[src/rtl/irq_ctrl_pkg.sv]
package irq_ctrl_pkg;
  localparam int SRC_W       = 32;
  localparam int IDX_W       = 5;
  localparam int BANK_STRIDE = 24;

  typedef enum logic [4:0] {
    OFS_STATUS = 5'h00,
    OFS_ENABLE = 5'h04,
    OFS_FORCE  = 5'h08,
    OFS_ACK    = 5'h0C,
    OFS_POL    = 5'h10,
    OFS_EDGE   = 5'h14
  } reg_ofs_e;

  typedef struct packed {
    logic en;
    logic force_p;
    logic ack;
    logic pol;
    logic edg;
  } bank_wr_t;

  function automatic logic [IDX_W-1:0] lowest_set(input logic [SRC_W-1:0] v);
    lowest_set = '0;
    for (int i = SRC_W - 1; i >= 0; i--)
      if (v[i]) lowest_set = IDX_W'(i);
  endfunction
endpackage

[src/rtl/irq_sync.sv]
module irq_sync #(
  parameter int W = 32
) (
  input  logic         clk,
  input  logic         rst_n,
  input  logic [W-1:0] d_i,
  output logic [W-1:0] q_o
);
  logic [W-1:0] stage1_q, stage2_q;

  always_ff @(posedge clk or negedge rst_n) begin
    if (!rst_n) begin
      stage1_q <= '0;
      stage2_q <= '0;
    end else begin
      stage1_q <= d_i;
      stage2_q <= stage1_q;
    end
  end

  assign q_o = stage2_q;
endmodule

[src/rtl/irq_bank.sv]
module irq_bank
  import irq_ctrl_pkg::*;
(
  input  logic             clk,
  input  logic             rst_n,
  input  logic [SRC_W-1:0] src_s,
  input  bank_wr_t         wstb,
  input  logic [SRC_W-1:0] wdata,
  output logic [SRC_W-1:0] status_o,
  output logic [SRC_W-1:0] enable_o,
  output logic [SRC_W-1:0] pol_o,
  output logic [SRC_W-1:0] edge_o,
  output logic             irq_o,
  output logic [IDX_W-1:0] idx_o
);
  logic [SRC_W-1:0] en_q, pol_q, edg_q, held_q, prev_q;
  logic [SRC_W-1:0] rise, fall, det, lvl_act, set_w, clr_w, eff;

  // configuration words
  always_ff @(posedge clk or negedge rst_n) begin
    if (!rst_n) begin
      en_q  <= '0;
      pol_q <= '0;
      edg_q <= '0;
    end else begin
      if (wstb.en)  en_q  <= wdata;
      if (wstb.pol) pol_q <= wdata;
      if (wstb.edg) edg_q <= wdata;
    end
  end

  // trigger detection on the synchronized sources
  assign rise    = src_s & ~prev_q;
  assign fall    = ~src_s & prev_q;
  assign det     = edg_q & ((pol_q & rise) | (~pol_q & fall));
  assign lvl_act = ~edg_q & ~(src_s ^ pol_q);
  assign set_w   = wstb.force_p ? wdata : '0;
  assign clr_w   = wstb.ack ? wdata : '0;

  // held status: edge captures and forced bits, released by acknowledge
  always_ff @(posedge clk or negedge rst_n) begin
    if (!rst_n) begin
      prev_q <= '0;
      held_q <= '0;
    end else begin
      prev_q <= src_s;
      held_q <= (held_q & ~clr_w) | set_w | det;
    end
  end

  assign status_o = held_q | lvl_act;
  assign eff      = status_o & en_q;
  assign irq_o    = |eff;
  assign idx_o    = lowest_set(eff);
  assign enable_o = en_q;
  assign pol_o    = pol_q;
  assign edge_o   = edg_q;

  // held bits survive unless acknowledged
  p_held_sticky_r5: assert property (@(posedge clk) disable iff (!rst_n)
    1'b1 |=> (($past(held_q) & ~$past(clr_w) & ~held_q) == '0));

  // acknowledged bits drop unless re-triggered in the same cycle
  p_ack_clears_r7: assert property (@(posedge clk) disable iff (!rst_n)
    (clr_w != '0) |=> ((held_q & $past(clr_w & ~set_w & ~det)) == '0));

  // forced bits show as pending on the next cycle
  p_force_pending_r8: assert property (@(posedge clk) disable iff (!rst_n)
    (set_w != '0) |=> ((status_o & $past(set_w)) == $past(set_w)));

  // no line while nothing is enabled
  p_quiet_when_masked_r9: assert property (@(posedge clk) disable iff (!rst_n)
    (en_q == '0) |-> !irq_o);

  // reported source is enabled, pending and lowest
  p_idx_valid_r10: assert property (@(posedge clk) disable iff (!rst_n)
    irq_o |-> (status_o[idx_o] && en_q[idx_o]));
  p_idx_lowest_r10: assert property (@(posedge clk) disable iff (!rst_n)
    irq_o |-> ((status_o & en_q & ((SRC_W'(1) << idx_o) - SRC_W'(1))) == '0));
endmodule

[src/rtl/irq_ctrl.sv]
module irq_ctrl
  import irq_ctrl_pkg::*;
#(
  parameter int NUM_BANKS = 5,
  parameter int ADDR_W    = 8
) (
  input  logic                       clk,
  input  logic                       rst_n,
  input  logic [NUM_BANKS*SRC_W-1:0] src_i,
  input  logic                       bus_wen,
  input  logic [ADDR_W-1:0]          bus_addr,
  input  logic [SRC_W-1:0]           bus_wdata,
  output logic [SRC_W-1:0]           bus_rdata,
  output logic [NUM_BANKS-1:0]       cpu_irq_o,
  output logic [NUM_BANKS*IDX_W-1:0] src_idx_o
);
  localparam int TOTAL_SRC = NUM_BANKS * SRC_W;

  logic [TOTAL_SRC-1:0] src_s;
  logic [ADDR_W-1:0]    sel_bank, sel_ofs;
  logic [SRC_W-1:0]     rd_word [NUM_BANKS];

  assign sel_bank = bus_addr / ADDR_W'(BANK_STRIDE);
  assign sel_ofs  = bus_addr % ADDR_W'(BANK_STRIDE);

  irq_sync #(.W(TOTAL_SRC)) u_sync (
    .clk   (clk),
    .rst_n (rst_n),
    .d_i   (src_i),
    .q_o   (src_s)
  );

  for (genvar b = 0; b < NUM_BANKS; b++) begin : g_bank
    bank_wr_t         stb;
    logic             sel;
    logic [SRC_W-1:0] st, en, pl, ed;

    assign sel = bus_wen && (sel_bank == ADDR_W'(b));

    always_comb begin
      stb.en      = sel && (sel_ofs == ADDR_W'(OFS_ENABLE));
      stb.force_p = sel && (sel_ofs == ADDR_W'(OFS_FORCE));
      stb.ack     = sel && (sel_ofs == ADDR_W'(OFS_ACK));
      stb.pol     = sel && (sel_ofs == ADDR_W'(OFS_POL));
      stb.edg     = sel && (sel_ofs == ADDR_W'(OFS_EDGE));
    end

    irq_bank u_bank (
      .clk      (clk),
      .rst_n    (rst_n),
      .src_s    (src_s[b*SRC_W +: SRC_W]),
      .wstb     (stb),
      .wdata    (bus_wdata),
      .status_o (st),
      .enable_o (en),
      .pol_o    (pl),
      .edge_o   (ed),
      .irq_o    (cpu_irq_o[b]),
      .idx_o    (src_idx_o[b*IDX_W +: IDX_W])
    );

    always_comb begin
      case (sel_ofs)
        ADDR_W'(OFS_STATUS): rd_word[b] = st;
        ADDR_W'(OFS_ENABLE): rd_word[b] = en;
        ADDR_W'(OFS_POL):    rd_word[b] = pl;
        ADDR_W'(OFS_EDGE):   rd_word[b] = ed;
        default:             rd_word[b] = '0;
      endcase
    end
  end

  always_comb begin
    bus_rdata = '0;
    for (int b = 0; b < NUM_BANKS; b++)
      if (sel_bank == ADDR_W'(b)) bus_rdata = rd_word[b];
  end

  // strobe words never read back nonzero
  always_comb begin
    if (rst_n && (sel_ofs == ADDR_W'(OFS_FORCE) || sel_ofs == ADDR_W'(OFS_ACK)))
      p_strobe_reads_zero_r11: assert (bus_rdata == '0);
  end
endmodule

[config.mk]
export PLATFORM = sky130hd
export DESIGN_NAME = irq_ctrl
export DESIGN_NICKNAME = d
export VERILOG_FILES = /design/src/rtl/irq_ctrl_pkg.sv /design/src/rtl/irq_sync.sv /design/src/rtl/irq_bank.sv /design/src/rtl/irq_ctrl.sv
export SDC_FILE = /design/constraint.sdc
export NUM_CORES = 2
export LEC_CHECK = 0
export BUFFER_PORTS_ARGS = -buffer_cell sky130_fd_sc_hd__buf_2
export CAP_MARGIN = 20
export CORE_AREA = 4 4 456 458
export CTS_BUF_LIST = sky130_fd_sc_hd__clkbuf_2
export DETAILED_ROUTE_END_ITERATION = 7
export DIE_AREA = 0 0 460 462
export GPL_TIMING_DRIVEN = 0
export PLACE_DENSITY_LB_ADDON = 0.05
export SLEW_MARGIN = 20
export SYNTH_ARGS = -nofsm -noshare
export SYNTH_HDL_FRONTEND = slang
export SYNTH_HIERARCHICAL = 1
export SYNTH_SLANG_ARGS = --single-unit
[constraint.sdc]
create_clock -name clk -period 3.75 [get_ports clk]
set_clock_uncertainty 0.15 [all_clocks]
set_input_delay 0.1875 -clock clk [delete_from_list [all_inputs] [get_ports clk]]
set_output_delay 0.1875 -clock clk [all_outputs]
set_load 0.02 [all_outputs]
== After elaboration in Yosys (flattened, before gate mapping) ==
Cells that the tools add are included.

* Bits in registers: 1,120
* Bits of input ports: 203
* Logic and storage cells: 350

* Div/mod/pow operators: 2
* Equality and inequality tests: 9
* Multiplexer cells: 180
* Bitwise logic cells: 95
* Reduce and logical (&&, ||, !) cells: 37

{| class="wikitable"
|+ Operators with widths
! operator !! count
|-
| 32-bit AND || 40
|-
| 32-bit NOT || 30
|-
| 5-bit 2-to-1 mux || 160
|-
| 32-bit bitwise OR || 20
|-
| 32-bit case mux with 4 select lines || 5
|-
| 32-bit 2-to-1 mux || 15
|-
| 32-bit OR reduction || 5
|-
| 32-bit XOR || 5
|-
| 1-bit logical AND || 30
|-
| 8-bit by 2-bit equality test with 1-bit output, second input constant || 2
|-
| 8-bit by 3-bit equality test with 1-bit output, second input constant || 2
|-
| 8-bit by 4-bit equality test with 1-bit output, second input constant || 2
|-
| 8-bit by 5-bit equality test with 1-bit output, second input constant || 2
|-
| 8-bit zero test || 2
|-
| 8-bit by 5-bit divider with 8-bit output, second input constant || 1
|-
| 8-bit by 1-bit equality test with 1-bit output, second input constant || 1
|-
| 8-bit by 5-bit remainder unit with 8-bit output, second input constant || 1
|}

== Logic depth before layout (Yosys ltp) ==
* Depth in word-level cells: 37
* Gate-level depth with buffers: 12
* Depth with buffers taken out: 8

== Cells and area by module ==
Netlist, hierarchy kept.

{| class="wikitable"
|+ Modules (own cells, without submodules)
! module !! instances !! cells an instance !! area an instance (sq um)
|-
| irq_bank || 5 || 654 || 7,308.3
|-
| irq_sync || 1 || 320 || 8,007.7
|-
| irq_ctrl || 1 || 892 || 6,162.2
|}

== Worst setup path after synthesis ==
Ideal clock, no wire load.

* Kind: input-to-reg
* Start: input port bus_addr[5]
* End: register g_bank[4].u_bank.edg_q[10]
* Arrival time: 2.932 ns
* Data required time: 3.475 ns
* Setup slack: 0.544 ns
* Stages: 12
* Buffers on the path: 6
* Cell sequence: clkbuf_1 > or4b_4 > o22ai_4 > or3_2 > buf_4 > buf_4 > buf_2 > nand2_1 > nor2_1 > clkbuf_1 > buf_1 > mux2_2

{| class="wikitable"
|+ RTL lines
! element !! RTL line !! RTL
|-
| start, declared || irq_ctrl.sv:11 || <nowiki>input logic [ADDR_W-1:0] bus_addr,</nowiki>
|-
| end signal, assigned || irq_bank.sv:28 || <nowiki>if (wstb.edg) edg_q <= wdata;</nowiki>
|-
| end, declared || irq_bank.sv:16 || <nowiki>logic [SRC_W-1:0] en_q, pol_q, edg_q, held_q, prev_q;</nowiki>
|}

== Final worst setup path ==
* Start: register u_sync.stage2_q[25] (netlist: u_sync/q_o[25])
* End: output port src_idx_o[1]

* Word-level cells in the longest chain between the ends: 31

{| class="wikitable"
|+ RTL lines
! element !! RTL line !! RTL
|-
| start, declared || irq_sync.sv:9 || <nowiki>logic [W-1:0] stage1_q, stage2_q;</nowiki>
|-
| start signal, assigned || irq_sync.sv:17 || <nowiki>stage2_q <= stage1_q;</nowiki>
|-
| 32-bit XOR || irq_bank.sv:36 || <nowiki>assign lvl_act = ~edg_q & ~(src_s ^ pol_q);</nowiki>
|-
| 32-bit NOT || irq_bank.sv:36 ||
|-
| 32-bit AND || irq_bank.sv:36 ||
|-
| 32-bit bitwise OR || irq_bank.sv:51 || <nowiki>assign status_o = held_q | lvl_act;</nowiki>
|-
| via g_bank[0].st[25] || irq_ctrl.sv:36 || <nowiki>logic [SRC_W-1:0] st, en, pl, ed;</nowiki>
|-
| 32-bit AND || irq_bank.sv:52 || <nowiki>assign eff = status_o & en_q;</nowiki>
|-
| 5-bit 2-to-1 mux (26 in series) || irq_ctrl_pkg.sv:26 || <nowiki>if (v[i]) lowest_set = IDX_W'(i);</nowiki>
|-
| end, declared || irq_ctrl.sv:15 || <nowiki>output logic [NUM_BANKS*IDX_W-1:0] src_idx_o</nowiki>
|}

The timed path passes the listed nets, and every way through them passes these cells.

==> results.toml <==
[run_status]
status = "complete, but fails checks"
violations = "negative setup slack"

[synth]
ys.flop_type = "dfrtp_1"
synth-seq-cells = 1120
syn_area_um2 = 50700
syn_area_per_cell_um2 = 11.3
synth_nets = 4685
async_flop_share = 1.00
netlist_instances = 4482
ys_types = 80
yosys_warnings = 6
yosysSeqAreaShare = 0.553
synth_edf_count = 0

[power_and_ir_drop]
p_sw_uw = 10700
power_density_nw_per_um2 = 425
switching_share = 0.347
seqPwrFrac = 0.445
p_leak_uw = 0.0336
p_int_uw = 20200
vdd_drop_max_v = 0.000318
p_comb_frac = 0.248
power_frac_clock = 0.307

[detailed_routing]
wire_per_inst_um = 28.3
drtAntennaViolNets = 0
via_per_inst = 4.92
wl_mm = 257
remaining_drc_errors = 0
dr.pass1.iters = 8
vias = 44700
drtIter0Drc = 3800

[critical_path]
r2r-start = "u_sync/q_o[128]$_DFF_PN0_"
critPathKind = "reg -> out"
crit_path_start_kind = "flip-flop"
worstPathRequired_ns = 3.41
crit_path_end_kind = "primary output"
r2r_end = "g_bank[4].u_bank/held_q[0]$_DFF_PN0_"
worst-endpoint-arrival_ns = 4.16
ff2ff_path_depth = 7
path_max_fanout = 4
rrSetupSlack_ns = 1.74

[floorplanning]
initial_core_util = 0.249
pin_count = 265
die_area_um2 = 213000
die_h_um = 462
coreArea_um2 = 204000
dieWidth_um = 460
rows = 166

[clock_network]
clock_path_buffers = 4
clk_pin_slew_ns = 0.10
clock-sinks = 1120
worstSkewPairLatency_ns = 1.82
clock-root-buffer = "clkbuf_2"
htreeDepth = 5
cts_made_buffers = 358
cts_tree = "built"

[sta]
tightest_slew_ns = 1.25
whs_ns = 0.0964
slew-limit-headroom = 0.168
layout_min_cycle_time_ns = 4.50
hold_violations = 0
setup_violations = 79
rsz0062_at_grt = "true"
final.setup.worst_slack_ns = -0.748
report.final.slew_viol_count = 0
timing.final.crit_share = 1.20
fmax_ghz = 0.222

[grt]
track_usage = 0.238
antenna_found_initial = 30
overflow = 0
grt_pass1_wl_mm = 355
grt_pass1_vias = 45700
grt_max_degree = 126

[placement]
place_congestion = 0.876
io_buffers = 261
dp_slack_ns = -2.24
placed_cell_area_um2 = 55900
dpl.hpwl_mm = 174

[hold_path]
min_to = "u_sync/q_o[13]$_DFF_PN0_"
min_from = "u_sync/stage1_q[13]$_DFF_PN0_"
hold_path_depth = 0
hold_path_class = "reg -> reg"

[final_layout]
stdcell_area_um2 = 72700
fillers = 20600
fin_nets = 6369
area_growth_pct = 43.3
drive_above_1_share = 0.353

[job]
max_cap_viol_count = 0
## area by class of cell
| class | count | area (um^2) | area share |
|---|---|---|---|
| antenna | 13 | 32.5 | 0.000448 |
| buffer | 194 | 961 | 0.0132 |
| clock buffer | 504 | 2520 | 0.0347 |
| clock inverter | 67 | 317 | 0.00436 |
| inverter | 162 | 608 | 0.00837 |
| multi-input combinational | 3004 | 24200 | 0.333 |
| sequential | 1120 | 28200 | 0.387 |
| tap | 2688 | 3360 | 0.0463 |
| timing repair buffer | 1326 | 12500 | 0.172 |
## critical path, cell delays in order, from the launching register on
cell	delay, ns
dfrtp_1	0.44
xor2_1	0.17
o21bai_2	0.24
a21oi_2	0.11
o211ai_1	0.52
o2111ai_4	0.26
a41o_1	0.28
a31o_4	0.27
buf_6	0.14
## power groups by stage
stage               registers (uW)  clock network, uW  logic (uW)
finish                       13700               9480        7670
detailed placement           14000                  0        5300
floorplan                    13700                  0        2840
global route                 13900              10700        8110
global placement             14000                  0        5210
CTS                          13700              10000        7330
## cell usage in the layout (no fill, tap or decap), types with 19 or more instances in the layout
master / instances
nor2_1: 225
clkbuf_1: 60
dlygate4sd3_1: 788
inv_1: 162
mux4_2: 36
buf_12: 38
clkbuf_2: 535
a222oi_1: 161
nand2_2: 37
o21bai_2: 77
nand3_1: 56
dfrtp_1: 1016
buf_2: 228
a22o_1: 22
a21oi_4: 31
a22oi_2: 19
clkinv_1: 52
xor2_1: 116
buf_4: 225
buf_6: 83
mux2_2: 482
xor2_2: 32
o21bai_1: 67
a21oi_2: 23
buf_1: 41
mux2i_1: 80
dfrtp_2: 104
o22ai_1: 19
a21oi_1: 60
nand2_1: 727
o21ai_0: 216
a221oi_1: 36
## metal layers
metal	track usage	up-vias	part of all wire
li1	-	19800	-
met1	0.328	22900	0.45
met2	0.374	1516	0.45
met3	0.0419	478	0.058
met4	0.0839	2	0.040
met5	0	-	0.000027
## sequential cells by signal (all words and copies together), names as in the netlist
name,cells
g_bank.u_bank/prev_q,160
u_sync/stage1_q,160
g_bank.u_bank/enable_o,160
g_bank.u_bank/held_q,160
u_sync/q_o,160
g_bank.u_bank/pol_o,160
g_bank.u_bank/edge_o,160
## per-stage QoR
stage	setup TNS (ns)	power (uW)	instances	utilization
after floorplan	0	16500	4482	-
after global placement	-	19200	7431	0.272
after detailed placement	-922.70	19300	7453	0.274
after CTS	-47.32	31100	9016	0.350
after global routing	-46.84	32600	9075	0.356
final	-32.69	30900	9078	0.356
## cell families after synthesis
| kind of cell | share of synthesized area |
|---|---|
| AND/OR/NAND/NOR | 0.104 |
| flip-flops | 0.553 |
| AO/OA/AOI/OAI | 0.149 |
| multiplexers | 0.140 |
| buffers and inverters | 0.0290 |
| XOR/XNOR | 0.0257 |
## timing repair
action | CTS | global route
cloned | 0 | 1
buffers inserted | 174 | 56
hold buffers | 821 | 0
pin swaps | 225 | 144
resized for setup | 686 | 186
setup endpoints to repair | 108 | 147
hold endpoints to repair | 1796 | 0
## how the worst max path moves through the flow
stage	cells after the start	start	endpoint
detailed placement	11	bus_addr[2]	g_bank[0].u_bank/held_q[11]$_DFF_PN0_
finish	8	u_sync/q_o[25]$_DFF_PN0_	src_idx_o[1]
global route	8	u_sync/q_o[149]$_DFF_PN0_	src_idx_o[20]
global placement	1	rst_n	u_sync/stage1_q[15]$_DFF_PN0_
CTS	8	u_sync/q_o[149]$_DFF_PN0_	src_idx_o[20]
floorplan	12	bus_addr[5]	g_bank[4].u_bank/edge_o[10]$_DFFE_PN0P_
## synthesized netlist by cell type, types with 8 or more instances
cell / number / area share
a32o_1: 17 / 0.0034
xor2_1: 148 / 0.026
o21ai_0: 242 / 0.024
nand3_1: 64 / 0.0063
dfrtp_1: 1120 / 0.55
o221ai_1: 8 / 0.0014
nand2b_1: 9 / 0.0011
nor3b_1: 17 / 0.0025
o2111ai_1: 15 / 0.0026
nor2_1: 236 / 0.017
nand3b_1: 8 / 0.0012
a221oi_1: 52 / 0.0090
nand4_1: 8 / 0.00099
and3_1: 15 / 0.0019
a21oi_1: 112 / 0.011
mux2_2: 482 / 0.11
mux4_2: 36 / 0.016
o211ai_1: 12 / 0.0018
nor2b_1: 21 / 0.0026
o31ai_1: 12 / 0.0018
nor3_1: 33 / 0.0033
a32oi_1: 16 / 0.0028
a31oi_1: 21 / 0.0026
a222oi_1: 161 / 0.032
inv_1: 162 / 0.012
nand2_1: 764 / 0.057
o21ai_1: 9 / 0.00089
a211oi_1: 17 / 0.0025
a22oi_1: 25 / 0.0037
mux2i_1: 85 / 0.017
clkbuf_1: 93 / 0.0069
o22ai_1: 25 / 0.0031
a22o_1: 27 / 0.0047
o21bai_1: 156 / 0.023
buf_1: 52 / 0.0038
buf_2: 37 / 0.0037
nor4_1: 16 / 0.0020
(Power assumes the default switching activity.)
